$ cat src/rtl/msi_write_decoder.sv
module msi_write_decoder #(
  parameter int NUM_PAGES  = 4,
  parameter int NUM_IDS    = 64,
  parameter int ADDR_W     = 16,
  parameter int PAGE_SHIFT = 12,
  localparam int PAGE_W    = (NUM_PAGES > 1) ? $clog2(NUM_PAGES) : 1,
  localparam int ID_W      = $clog2(NUM_IDS)
) (
  input  logic              clk,
  input  logic              rst_n,
  input  logic              req_valid,
  output logic              req_ready,
  input  logic              req_write,
  input  logic [ADDR_W-1:0] req_addr,
  input  logic [3:0]        req_be,
  input  logic [31:0]       req_wdata,
  output logic              rsp_valid,
  output logic              rsp_err,
  output logic [31:0]       rsp_rdata,
  output logic              set_valid,
  output logic [PAGE_W-1:0] set_page,
  output logic [ID_W-1:0]   set_id,
  output logic              eval_valid,
  output logic [PAGE_W-1:0] eval_page
);

  localparam logic [ADDR_W:0] MAP_LIMIT = (ADDR_W+1)'(NUM_PAGES) << PAGE_SHIFT;
  localparam logic [31:0]     ID_LIMIT  = 32'(NUM_IDS);

  logic accept, misaligned, out_of_range, bad, at_set_word, id_ok;
  logic [PAGE_W-1:0] page_idx;

  assign req_ready    = ~rsp_valid;
  assign accept       = req_valid & req_ready;
  assign misaligned   = (|req_addr[1:0]) | ~(&req_be);
  assign out_of_range = {1'b0, req_addr} >= MAP_LIMIT;
  assign bad          = misaligned | out_of_range;
  assign at_set_word  = req_addr[PAGE_SHIFT-1:0] == '0;
  assign id_ok        = (req_wdata != 32'd0) && (req_wdata < ID_LIMIT);
  assign page_idx     = req_addr[PAGE_SHIFT +: PAGE_W];
  assign rsp_rdata    = '0;

  always_ff @(posedge clk) begin
    if (!rst_n) begin
      rsp_valid  <= 1'b0;
      rsp_err    <= 1'b0;
      set_valid  <= 1'b0;
      eval_valid <= 1'b0;
      set_page   <= '0;
      set_id     <= '0;
      eval_page  <= '0;
    end else begin
      rsp_valid  <= accept;
      rsp_err    <= accept & bad;
      eval_valid <= accept & req_write & ~bad;
      set_valid  <= accept & req_write & ~bad & at_set_word & id_ok;
      if (accept & req_write & ~bad) begin
        eval_page <= page_idx;
        set_page  <= page_idx;
        set_id    <= req_wdata[ID_W-1:0];
      end
    end
  end

endmodule

$ cat config.mk
export PLATFORM = sky130hd
export DESIGN_NAME = msi_write_decoder
export DESIGN_NICKNAME = d
export VERILOG_FILES = /design/src/rtl/msi_write_decoder.sv
export SDC_FILE = /design/constraint.sdc
export NUM_CORES = 1
export LEC_CHECK = 0
export BUFFER_PORTS_ARGS = -buffer_cell sky130_fd_sc_hd__buf_2
export CAP_MARGIN = 20
export CORE_AREA = 5 5 55 62
export DETAILED_ROUTE_END_ITERATION = 10
export DIE_AREA = 0 0 60 67
export GPL_TIMING_DRIVEN = 0
export PLACE_DENSITY = 0.78
export SLEW_MARGIN = 10
export SYNTH_ARGS = -nofsm -noshare
export SYNTH_HDL_FRONTEND = slang
export SYNTH_SLANG_ARGS = --single-unit
$ cat constraint.sdc
create_clock -name clk -period 1.5 [get_ports clk]
set_input_delay 0.3 -clock clk [delete_from_list [all_inputs] [get_ports clk]]
set_output_delay 0.3 -clock clk [all_outputs]
set_load 0.01 [all_outputs]
==> results by group, run 1 <==
Synthesis
  • Yosys top cell area share: 30.2%
  • Count of different cell masters after synthesis: 21
  • Mapped Avg Cell Area: 8.45 µm²
  • Synth Cell Area: 845 µm²
  • Top cells by area, synth: buf_4 30%, dfxtp_1 28%, mux2i_1 9.5%
  • Most frequent cell after synthesis: buf_4
  • Synth warn: 0
  • Post-synth EDFFs: 0
  • Post-synth top area cell: buf_4
  • Synthesized instance count: 100
  • Async SR Flop Fraction: 0%
  • Post-synthesis register bit count: 12
  • Sequential share of the synthesized area: 28.4%
  • Post-synth top flop: dfxtp_1
  • Synth top cells by count: 34 x buf_4, 16 x nand2_1, 12 x dfxtp_1

STA
  • Setup TNS: 0 ns
  • Max Clock Freq: 0.871 GHz
  • Setup Skew: 0.000595 ns
  • Slew Limit Fails: 0
  • Final period utilization: 76.6%
  • Final hold vios: 0
  • Final setup vio count: 0
  • Minimum clock period: 1.15 ns
  • RSZ-0062 raised after global routing: false

Die
  • Die span in x: 60 µm
  • I/O pin cnt: 103
  • Die height: 67 µm
  • Row cnt: 20
  • Initial Util: 31.2%
  • Die area: 0.00402 mm²
  • Core ar.: 0.00270 mm²

Critical path
  • Worst EP arrival: 0.85 ns
  • Critical path class: reg2out
  • Crit path max fanout: 3
  • Crit. End Element: output port
  • Worst Setup Start Kind: flip-flop
  • CP required: 1.20 ns

Drt
  • Drt via density: 3.83
  • Routed vias: 908
  • DR pass1 iterations: 2
  • Total wire length: 2.49 mm
  • Wire per inst: 10.5 µm
  • Initial DRC Count: 4
  • Number of nets still failing antenna checks after routing: 0
  • DRC: 0

Clock tree
  • Resize count post-CTS: 0
  • TritonCTS Buffers: 3
  • Root buffer cell: clkbuf_4
  • Clk sink count: 12
  • Post CTS Setup Buffer Count: 0
  • Clock network latency to the later pin of the worst-skew pair: 0.27 ns
  • Reg clk slew, reported paths: 0.08 ns
  • # hold bufs at CTS: 0
  • CTS tree: done
  • Clock buffer depth: 2
  • H-tree Lvls: 1

Flow run
  • Max Cap Viol: 0

Power and ir drop
  • Max VDD drop: 0.306 mV
  • Clock power share: 32.2%
  • P_leak: 0.811 nW
  • Power share of the sequential group: 40.7%
  • Int Pwr: 0.589 mW
  • Pwr/cell area: 573 mW/mm²
  • Combinational share of power: 27.1%
  • Switching power total: 0.203 mW
  • Sw Share: 25.6%

Finish
  • Area added between synthesis and finish: 63.9%
  • N_diodes: 0
  • Total Nets Final: 261
  • Share of cells above drive strength 1: 54.4%
  • Post-layout util: 51.2%
  • Final std cells w/o fill: 237

Outcome
  • Status: complete, no violations

GRT
  • First-pass GRT wire length: 3.74 mm
  • Gr usage total: 12.4%
  • Total grt overflow: 0
  • Initial antenna violation count: 0
  • Largest net degree at the start of global routing: 11
  • Vias in the first global route: 852

Placement
  • GP Congestion: 0.678
  • Number of buffers added on ports: 69
  • Hpwl dp: 2.26 mm
  • Placed Instances: 233

Worst hold path
  • Hold Path Class: in2reg
## power groups by stage
stage / clock (mW) / combinational (mW) / sequential, mW
after floorplan: 0 / 0.124 / 0.332
after global placement: 0 / 0.207 / 0.330
after detailed placement: 0 / 0.209 / 0.331
after CTS: 0.265 / 0.209 / 0.323
after global routing: 0.280 / 0.237 / 0.324
final: 0.255 / 0.214 / 0.323
## per-stage QoR
stage                     hold slack [ns]  power, mW  worst slack [ns]  instance area, µm²
after floorplan                     0.442      0.456             0.356                 961
after global placement              0.440      0.538             0.156                1350
after detailed placement            0.447      0.540             0.146                1350
after CTS                           0.263      0.798             0.338                1380
after global routing                0.295      0.841             0.276                1380
final                               0.275      0.792             0.352                1380
## per-layer routing
metal	track usage, %	wire (µm)	vias up
met3	5.23	290	4
met1	14.0	880	383
met5	0	0	-
li1	-	-	484
met4	4.16	20	0
met2	20.5	1300	37
## kinds of logic (layout without fill, tap and decap cells)
group | after synthesis | count (layout) | share of synthesized area, %
AOI/OAI and AO/OA | 2 | 2 | 1.78
other | 1 | 32 | 0.444
DFF | 12 | 12 | 28.4
and+or+nand+nor | 38 | 38 | 26.4
muxes | 8 | 8 | 9.48
buffers and inverters | 39 | 112 | 33.5
## flip-flops by register name, summed over array words and instances, names as in the netlist
name / count
eval_valid: 1
rsp_err: 1
rsp_valid: 1
set_id: 6
set_page: 2
set_valid: 1
## placed cells by master, fill, tap and decap left out, drive strengths merged
cell type / n
o211ai: 1
or2: 1
dfxtp: 12
nand3: 1
buf: 105
or4: 1
and4b: 2
nand2: 16
and3b: 1
mux2i: 8
clkbuf: 5
nor4b: 1
nor2: 1
a21boi: 1
and3: 2
nor4: 10
nand4: 2
inv: 2
conb: 32
## final timing paths
check | depth (start not counted) | to | startpoint | slack (ns)
worst min register to register | 2 | set_id[0]$_SDFFE_PN0P_ | set_id[0]$_SDFFE_PN0P_ | 0.45
worst max register to register | 4 | set_id[4]$_SDFFE_PN0P_ | rsp_valid$_SDFF_PN0_ | 0.39
worst max-delay path | 2 | set_page[1] | set_page[1]$_SDFFE_PN0P_ | 0.35
worst min-delay path | 3 | set_page[0]$_SDFFE_PN0P_ | req_addr[12] | 0.28
## worst max-delay path, stage by stage, from the launching register on
cell and delay, ns:
dfxtp_1 0.33, buf_4 0.13, buf_2 0.13
## cell type report
| type | instances | area (µm²) |
|---|---|---|
| Timing Repair Buffer | 69 | 345 |
| Inverter | 2 | 7.51 |
| Clock buffer | 4 | 36.3 |
| Tap cell | 33 | 41.3 |
| Fill cell | 294 | 1320 |
| Multi-Input combinational cell | 80 | 438 |
| Buffer | 37 | 275 |
| Sequential cell | 12 | 240 |
(Power assumes the default switching activity.)
==> run 2: changes to the inputs <==
==> constraint.sdc (replaced) <==
create_clock -name clk -period 1.1 [get_ports clk]
set_input_delay 0.22 -clock clk [delete_from_list [all_inputs] [get_ports clk]]
set_output_delay 0.22 -clock clk [all_outputs]
set_load 0.01 [all_outputs]
==> results by group, run 2 (synthesis gave the netlist of run 1 again) <==
Finish
  • Total Nets Final: 260 (-0.38%)
  • Final std cells w/o fill: 236 (-0.42%)
  • Largest regs: set_id: 6 flops, set_page: 2 flops
  • Share of cells above drive strength 1: 56.2% (+1.7 points)
  • Design Area, Final: 0.00139 mm² (+0.63%)
  • Area added between synthesis and finish: 64.9%
  • Max reg flops: 6 (unchanged)
  • Most common library cell in the layout ignoring fill and taps: buf_2
  • Largest reg by FF count: set_id
  • Commonest cells after routing, fill and taps aside: 69 x buf_2, 34 x buf_4, 32 x conb_1
  • N_diodes: 0 (unchanged)

Worst hold path
  • Hold Path End: set_page[1]$_SDFFE_PN0P_
  • Hold Path Class: in2reg
  • WHS Path Cells: 3 (unchanged)
  • Hold path start: req_addr[13]

Critical path
  • Worst reg2reg endpoint: set_id[4]$_SDFFE_PN0P_
  • Cell count of the worst reg-to-reg path: 3 (-1)
  • CP peak stage delay: 0.33 ns (about the same)
  • CP max stage cell: dfxtp_2
  • Worst Setup Start Kind: flip-flop
  • Worst EP arrival: 1.28 ns (+0.43 ns)
  • RR Startpoint: rsp_valid$_SDFF_PN0_
  • Crit path max fanout: 8 (+5)
  • CP required: 1.30 ns (+0.10 ns)
  • Crit. End Element: flip-flop
  • Critical path class: reg2reg
  • Reg2reg setup slack: 0.02 ns (-0.37 ns)
  • Critical Path, Cell by Cell: and3b_1 > and3_4 > mux2i_1

Placement
  • Number of buffers added on ports: 69 (unchanged)
  • GP Congestion: 0.678 (unchanged)
  • Hpwl dp: 2.26 mm (unchanged)
  • Dpl ws: -0.174 ns (-0.320 ns)
  • Dpl cell area: 0.00135 mm² (unchanged)
  • Placed Instances: 233 (unchanged)

STA
  • Slew Limit Fails: 0 (unchanged)
  • Max Clock Freq: 0.929 GHz
  • Final setup vio count: 0 (unchanged)
  • Final setup margin: 0.0236 ns (-0.328 ns)
  • Final hold vios: 0 (unchanged)
  • Final period utilization: 97.9%
  • Setup TNS: 0 ns (unchanged)
  • Setup Skew: 0.00105 ns (+0.000458 ns)
  • Hold WS: 0.189 ns (-0.0861 ns)
  • RSZ-0062 raised after global routing: true
  • Minimum clock period: 1.08 ns

Clock tree
  • Reg clk slew, reported paths: 0.08 ns (about the same)
  • Root buffer cell: clkbuf_4
  • H-tree Lvls: 1 (unchanged)
  • TritonCTS Buffers: 3 (unchanged)
  • Clk sink count: 12 (unchanged)
  • CTS tree: done
  • Clock buffer depth: 2 (unchanged)
  • Clock network latency to the later pin of the worst-skew pair: 0.27 ns (about the same)

Die
  • Initial Util: 31.2% (unchanged)
  • Die area: 0.00402 mm² (unchanged)
  • Die height: 67 µm (unchanged)
  • I/O pin cnt: 103 (unchanged)
  • Die span in x: 60 µm (unchanged)
  • Core ar.: 0.00270 mm² (unchanged)
  • Row cnt: 20 (unchanged)

Outcome
  • Status: complete, no violations

Flow run
  • Max Cap Viol: 0 (unchanged)

GRT
  • Gr usage total: 12.4% (+0.039 points)
  • Initial antenna violation count: 0 (unchanged)
  • Vias in the first global route: 850 (-0.23%)
  • Total grt overflow: 0 (unchanged)
  • Largest net degree at the start of global routing: 11 (unchanged)
  • First-pass GRT wire length: 3.75 mm (+0.37%)

Drt
  • Total wire length: 2.48 mm (-0.28%)
  • Wire per inst: 10.5 µm (+0.14%)
  • DR pass1 iterations: 2 (unchanged)
  • Initial DRC Count: 8 (+4)
  • DRC: 0 (unchanged)
  • Drt via density: 3.83 (about the same)
  • Routed vias: 904 (-0.44%)
  • Number of nets still failing antenna checks after routing: 0 (unchanged)

Power and ir drop
  • Pwr/cell area: 775 mW/mm² (+35%)
  • Max VDD drop: 0.417 mV (+36%)
  • P_leak: 0.804 nW (-0.83%)
-- run 2: final cells by class --
type                       count  area, µm²
tap                           33       41.3
multi-input combinational     80        449
buffer                        36        264
timing repair buffer          69        352
inverter                       2       7.51
fill                         292       1310
sequential                    12        243
clock buffer                   4       36.3
-- run 2: worst max-delay path by stage --
| stage | start | endpoint | slack (ns) | depth (start not counted) |
|---|---|---|---|---|
| after floorplan | rsp_valid$_SDFF_PN0_ | set_id[0]$_SDFFE_PN0P_ | 0.009 | 4 |
| after CTS | rsp_valid$_SDFF_PN0_ | set_id[4]$_SDFFE_PN0P_ | -0.0004 | 4 |
| after global placement | req_wdata[5] | set_valid$_SDFF_PN0_ | -0.16 | 4 |
| final | rsp_valid$_SDFF_PN0_ | set_id[4]$_SDFFE_PN0P_ | 0.02 | 3 |
| after detailed placement | req_wdata[5] | set_valid$_SDFF_PN0_ | -0.17 | 4 |
| after global routing | rsp_valid$_SDFF_PN0_ | set_page[0]$_SDFFE_PN0P_ | -0.06 | 3 |
-- run 2: power breakdown --
| part | switching [mW] | leakage (nW) | total (mW) | internal [mW] |
|---|---|---|---|---|
| registers | 0.00214 | 0.0979 | 0.441 | 0.439 |
| logic | 0.128 | 0.686 | 0.293 | 0.165 |
| clock network | 0.146 | 0.0210 | 0.347 | 0.201 |
| total | 0.276 | 0.804 | 1.08 | 0.804 |
-- run 2: critical path, delay by kind of cell, from the launching register on --
kind	cells	cell delay (ns)
DFF	1	0.33
muxes	1	0.20
and+or+nand+nor	2	0.47
-- run 2: per-stage QoR --
stage	utilization [%]	power (mW)
after floorplan	-	0.622
after global placement	49.9	0.733
after detailed placement	49.9	0.736
after CTS	51.2	1.09
after global routing	51.5	1.15
final	51.5	1.08
-- run 2: timing repair --
action	in CTS	in global routing
hold buffers	0	0
endpoints found under the setup margin	8	11
hold endpoints to repair	0	0
setup buffers	0	0
gates resized for setup	1	4
pin swaps	1	0
-- run 2: layer usage --
layer,up-vias,part of all wire [%],track usage [%],routed length (µm)
li1,482,-,-,-
met1,381,36,14.1,884
met2,37,52,20.5,1290
met3,4,12,5.23,287
met4,0,0.81,4.16,20
met5,-,0,0,0
==> run 3: changes to the inputs <==
--- a/config.mk
+++ b/config.mk
@@ -6,12 +6,11 @@
 export NUM_CORES = 1
 export LEC_CHECK = 0
 export BUFFER_PORTS_ARGS = -buffer_cell sky130_fd_sc_hd__buf_2
-export CAP_MARGIN = 20
-export CORE_AREA = 5 5 55 62
+export CORE_AREA = 5 5 58 65
 export DETAILED_ROUTE_END_ITERATION = 10
-export DIE_AREA = 0 0 60 67
+export DIE_AREA = 0 0 63 70
 export GPL_TIMING_DRIVEN = 0
-export PLACE_DENSITY = 0.78
+export PLACE_DENSITY = 0.73
 export SLEW_MARGIN = 10
 export SYNTH_ARGS = -nofsm -noshare
 export SYNTH_HDL_FRONTEND = slang
==> constraint.sdc (replaced) <==
create_clock -name clk -period 0.98 [get_ports clk]
set_input_delay 0.196 -clock clk [delete_from_list [all_inputs] [get_ports clk]]
set_output_delay 0.196 -clock clk [all_outputs]
set_load 0.01 [all_outputs]
==> results by group, run 3 (synthesis gave the netlist of run 1 again) <==
STA
  • RSZ-0062 raised after global routing: true
  • Final period utilization: 111% (+13 points)
  • Max Clock Freq: 0.919 GHz (-1.1%)
  • Setup Skew: 0.00119 ns (+0.000141 ns)
  • Final hold vios: 0 (unchanged)
  • Slew Limit Fails: 0 (unchanged)
  • Final setup vio count: 11 (+11)
  • Hold WS: 0.160 ns (-0.0294 ns)
  • Final setup margin: -0.108 ns (-0.132 ns)
  • Minimum clock period: 1.09 ns (+0.0119 ns)

GRT
  • Initial antenna violation count: 0 (unchanged)
  • Vias in the first global route: 959 (+13%)
  • Gr usage total: 11.6% (-0.79 points)
  • Total grt overflow: 0 (unchanged)
  • First-pass GRT wire length: 4.22 mm (+12%)
  • Largest net degree at the start of global routing: 11 (unchanged)

Die
  • Die height: 70 µm (+4.5%)
  • Die span in x: 63 µm (+5.0%)
  • I/O pin cnt: 103 (unchanged)
  • Row cnt: 21 (+5.0%)
  • Core ar.: 0.00302 mm² (+12%)
  • Initial Util: 28.0% (-3.3 points)
  • Die area: 0.00441 mm² (+9.7%)

Critical path
  • Reg2reg setup slack: -0.11 ns (-0.13 ns)
  • Worst EP arrival: 1.29 ns (about the same)
  • CP required: 1.18 ns (-0.12 ns)
  • Worst Setup Start Kind: flip-flop
  • WP buf/inv: 1 (+1)
  • Critical Path, Cell by Cell: and3b_1 > and3_1 > buf_6 > mux2i_1
  • Critical path class: reg2reg
  • CP max stage cell: dfxtp_2
  • CP top delay family: simple AND/OR/NAND/NOR gates
  • CP peak stage delay: 0.33 ns (about the same)
  • Crit. End Element: flip-flop
  • Crit path max fanout: 8 (unchanged)

Power and ir drop
  • Int Pwr: 0.827 mW (+2.8%)
  • Combinational share of power: 29.8% (+2.7 points)
  • Power share of the sequential group: 43.4% (+2.6 points)
  • Pwr/cell area: 806 mW/mm² (+3.9%)
  • Sw Share: 27.4% (+1.9 points)
  • Switching power total: 0.312 mW (+13%)
  • P_leak: 0.813 nW (+1.1%)
  • Max VDD drop: 0.701 mV (+68%)
  • Clock power share: 26.8% (-5.3 points)

Clock tree
  • Root buffer cell: clkbuf_4
  • Clock buffer depth: 2 (unchanged)
  • H-tree Lvls: 1 (unchanged)
  • TritonCTS Buffers: 3 (unchanged)
  • # hold bufs at CTS: 0 (unchanged)
  • Clock network latency to the later pin of the worst-skew pair: 0.27 ns (about the same)
  • Clk sink count: 12 (unchanged)
  • CTS tree: done
  • Reg clk slew, reported paths: 0.07 ns (about the same)

Placement
  • Hpwl dp: 2.32 mm (+2.5%)
  • Dpl ws: -0.270 ns (-0.0960 ns)
  • Number of buffers added on ports: 69 (unchanged)
  • GP Congestion: 0.684 (+0.90%)

Finish
  • Commonest cells after routing, fill and taps aside: 65 x buf_2, 33 x buf_4, 32 x conb_1
  • Max reg flops: 6 (unchanged)
  • Share of cells above drive strength 1: 57.6% (+1.5 points)
  • Largest regs: set_id: 6 flops, set_page: 2 flops
  • Area added between synthesis and finish: 67.4%
  • N_diodes: 0 (unchanged)
  • Total Nets Final: 261 (+0.38%)
  • Largest reg by FF count: set_id
  • Most common library cell in the layout ignoring fill and taps: buf_2

Drt
  • Initial DRC Count: 26 (+18)
  • DRC: 0 (unchanged)
  • Number of nets still failing antenna checks after routing: 0 (unchanged)
  • Total wire length: 2.61 mm (+5.2%)
  • Wire per inst: 11.0 µm (+4.8%)
  • Routed vias: 920 (+1.8%)
  • DR pass1 iterations: 4 (+2)
  • Drt via density: 3.88 (+1.3%)

Outcome
  • Status: finished, violations left
  • Failing checks: negative setup slack

Flow run
  • Max Cap Viol: 0 (unchanged)

Worst hold path
  • Hold Path Class: in2reg
## run 3: cell count changes in the layout (fill, tap and decap cells not counted), moves of 4 or more
cell,change
buf_2,-4
buf_6,+6
dfxtp_1,-4
dfxtp_2,+4
## run 3: path summary, 6_finish.rpt
path | startpoint | end | depth (start not counted)
min | req_addr[13] | set_page[1]$_SDFFE_PN0P_ | 3
max | rsp_valid$_SDFF_PN0_ | set_id[4]$_SDFFE_PN0P_ | 4
min reg2reg | set_id[4]$_SDFFE_PN0P_ | set_id[4]$_SDFFE_PN0P_ | 2
max reg2reg | rsp_valid$_SDFF_PN0_ | set_id[4]$_SDFFE_PN0P_ | 4
## run 3: worst reg2reg max path, cell delays in order (launching register included)
cell	delay [ns]
dfxtp_2	0.33
and3b_1	0.19
and3_1	0.15
buf_6	0.16
mux2i_1	0.19
## run 3: cell type report
type                            instances  area (µm²)
Fill cell                             318        1610
Multi-Input combinational cell         80         438
Timing Repair Buffer                   70         384
Buffer                                 36         272
Sequential cell                        12         248
Tap cell                               34        42.5
Clock buffer                            3        22.5
Inverter                                2        7.51
## run 3: per-stage QoR
step / instance area [µm²] / cells / util (%) / power, mW / setup TNS [ns]
finish: 1410 / 237 / 46.8 / 1.14 / -0.970
global route: 1410 / 237 / 46.8 / 1.22 / -1.69
CTS: 1370 / 236 / 45.4 / 1.14 / -1.05
detailed placement: 1350 / 234 / 44.7 / 0.828 / -2.35
global placement: 1350 / 234 / 44.7 / 0.823 / -2.21
floorplan: 962 / 131 / - / 0.699 / -0.493
## run 3: power groups by stage
stage / logic [mW] / registers, mW / clock network, mW
2_1_floorplan: 0.190 / 0.509 / 0
3_3_place_gp: 0.317 / 0.506 / 0
3_5_place_dp: 0.321 / 0.506 / 0
4_1_cts: 0.322 / 0.495 / 0.320
5_1_grt: 0.377 / 0.495 / 0.347
6_report: 0.339 / 0.494 / 0.306
## run 3: layer usage
metal | up-vias | global-route usage [%] | wire length [µm]
li1 | 483 | - | -
met1 | 381 | 13.6 | 1040
met2 | 54 | 19.0 | 1260
met3 | 2 | 5.77 | 308
met4 | 0 | 2.12 | 8
met5 | - | 0 | 0
## run 3: timing repair
item | CTS | global route
endpoints found under the setup margin | 12 | 17
resized for setup | 2 | 10
pin swaps | 1 | 0
buffers inserted | 0 | 1
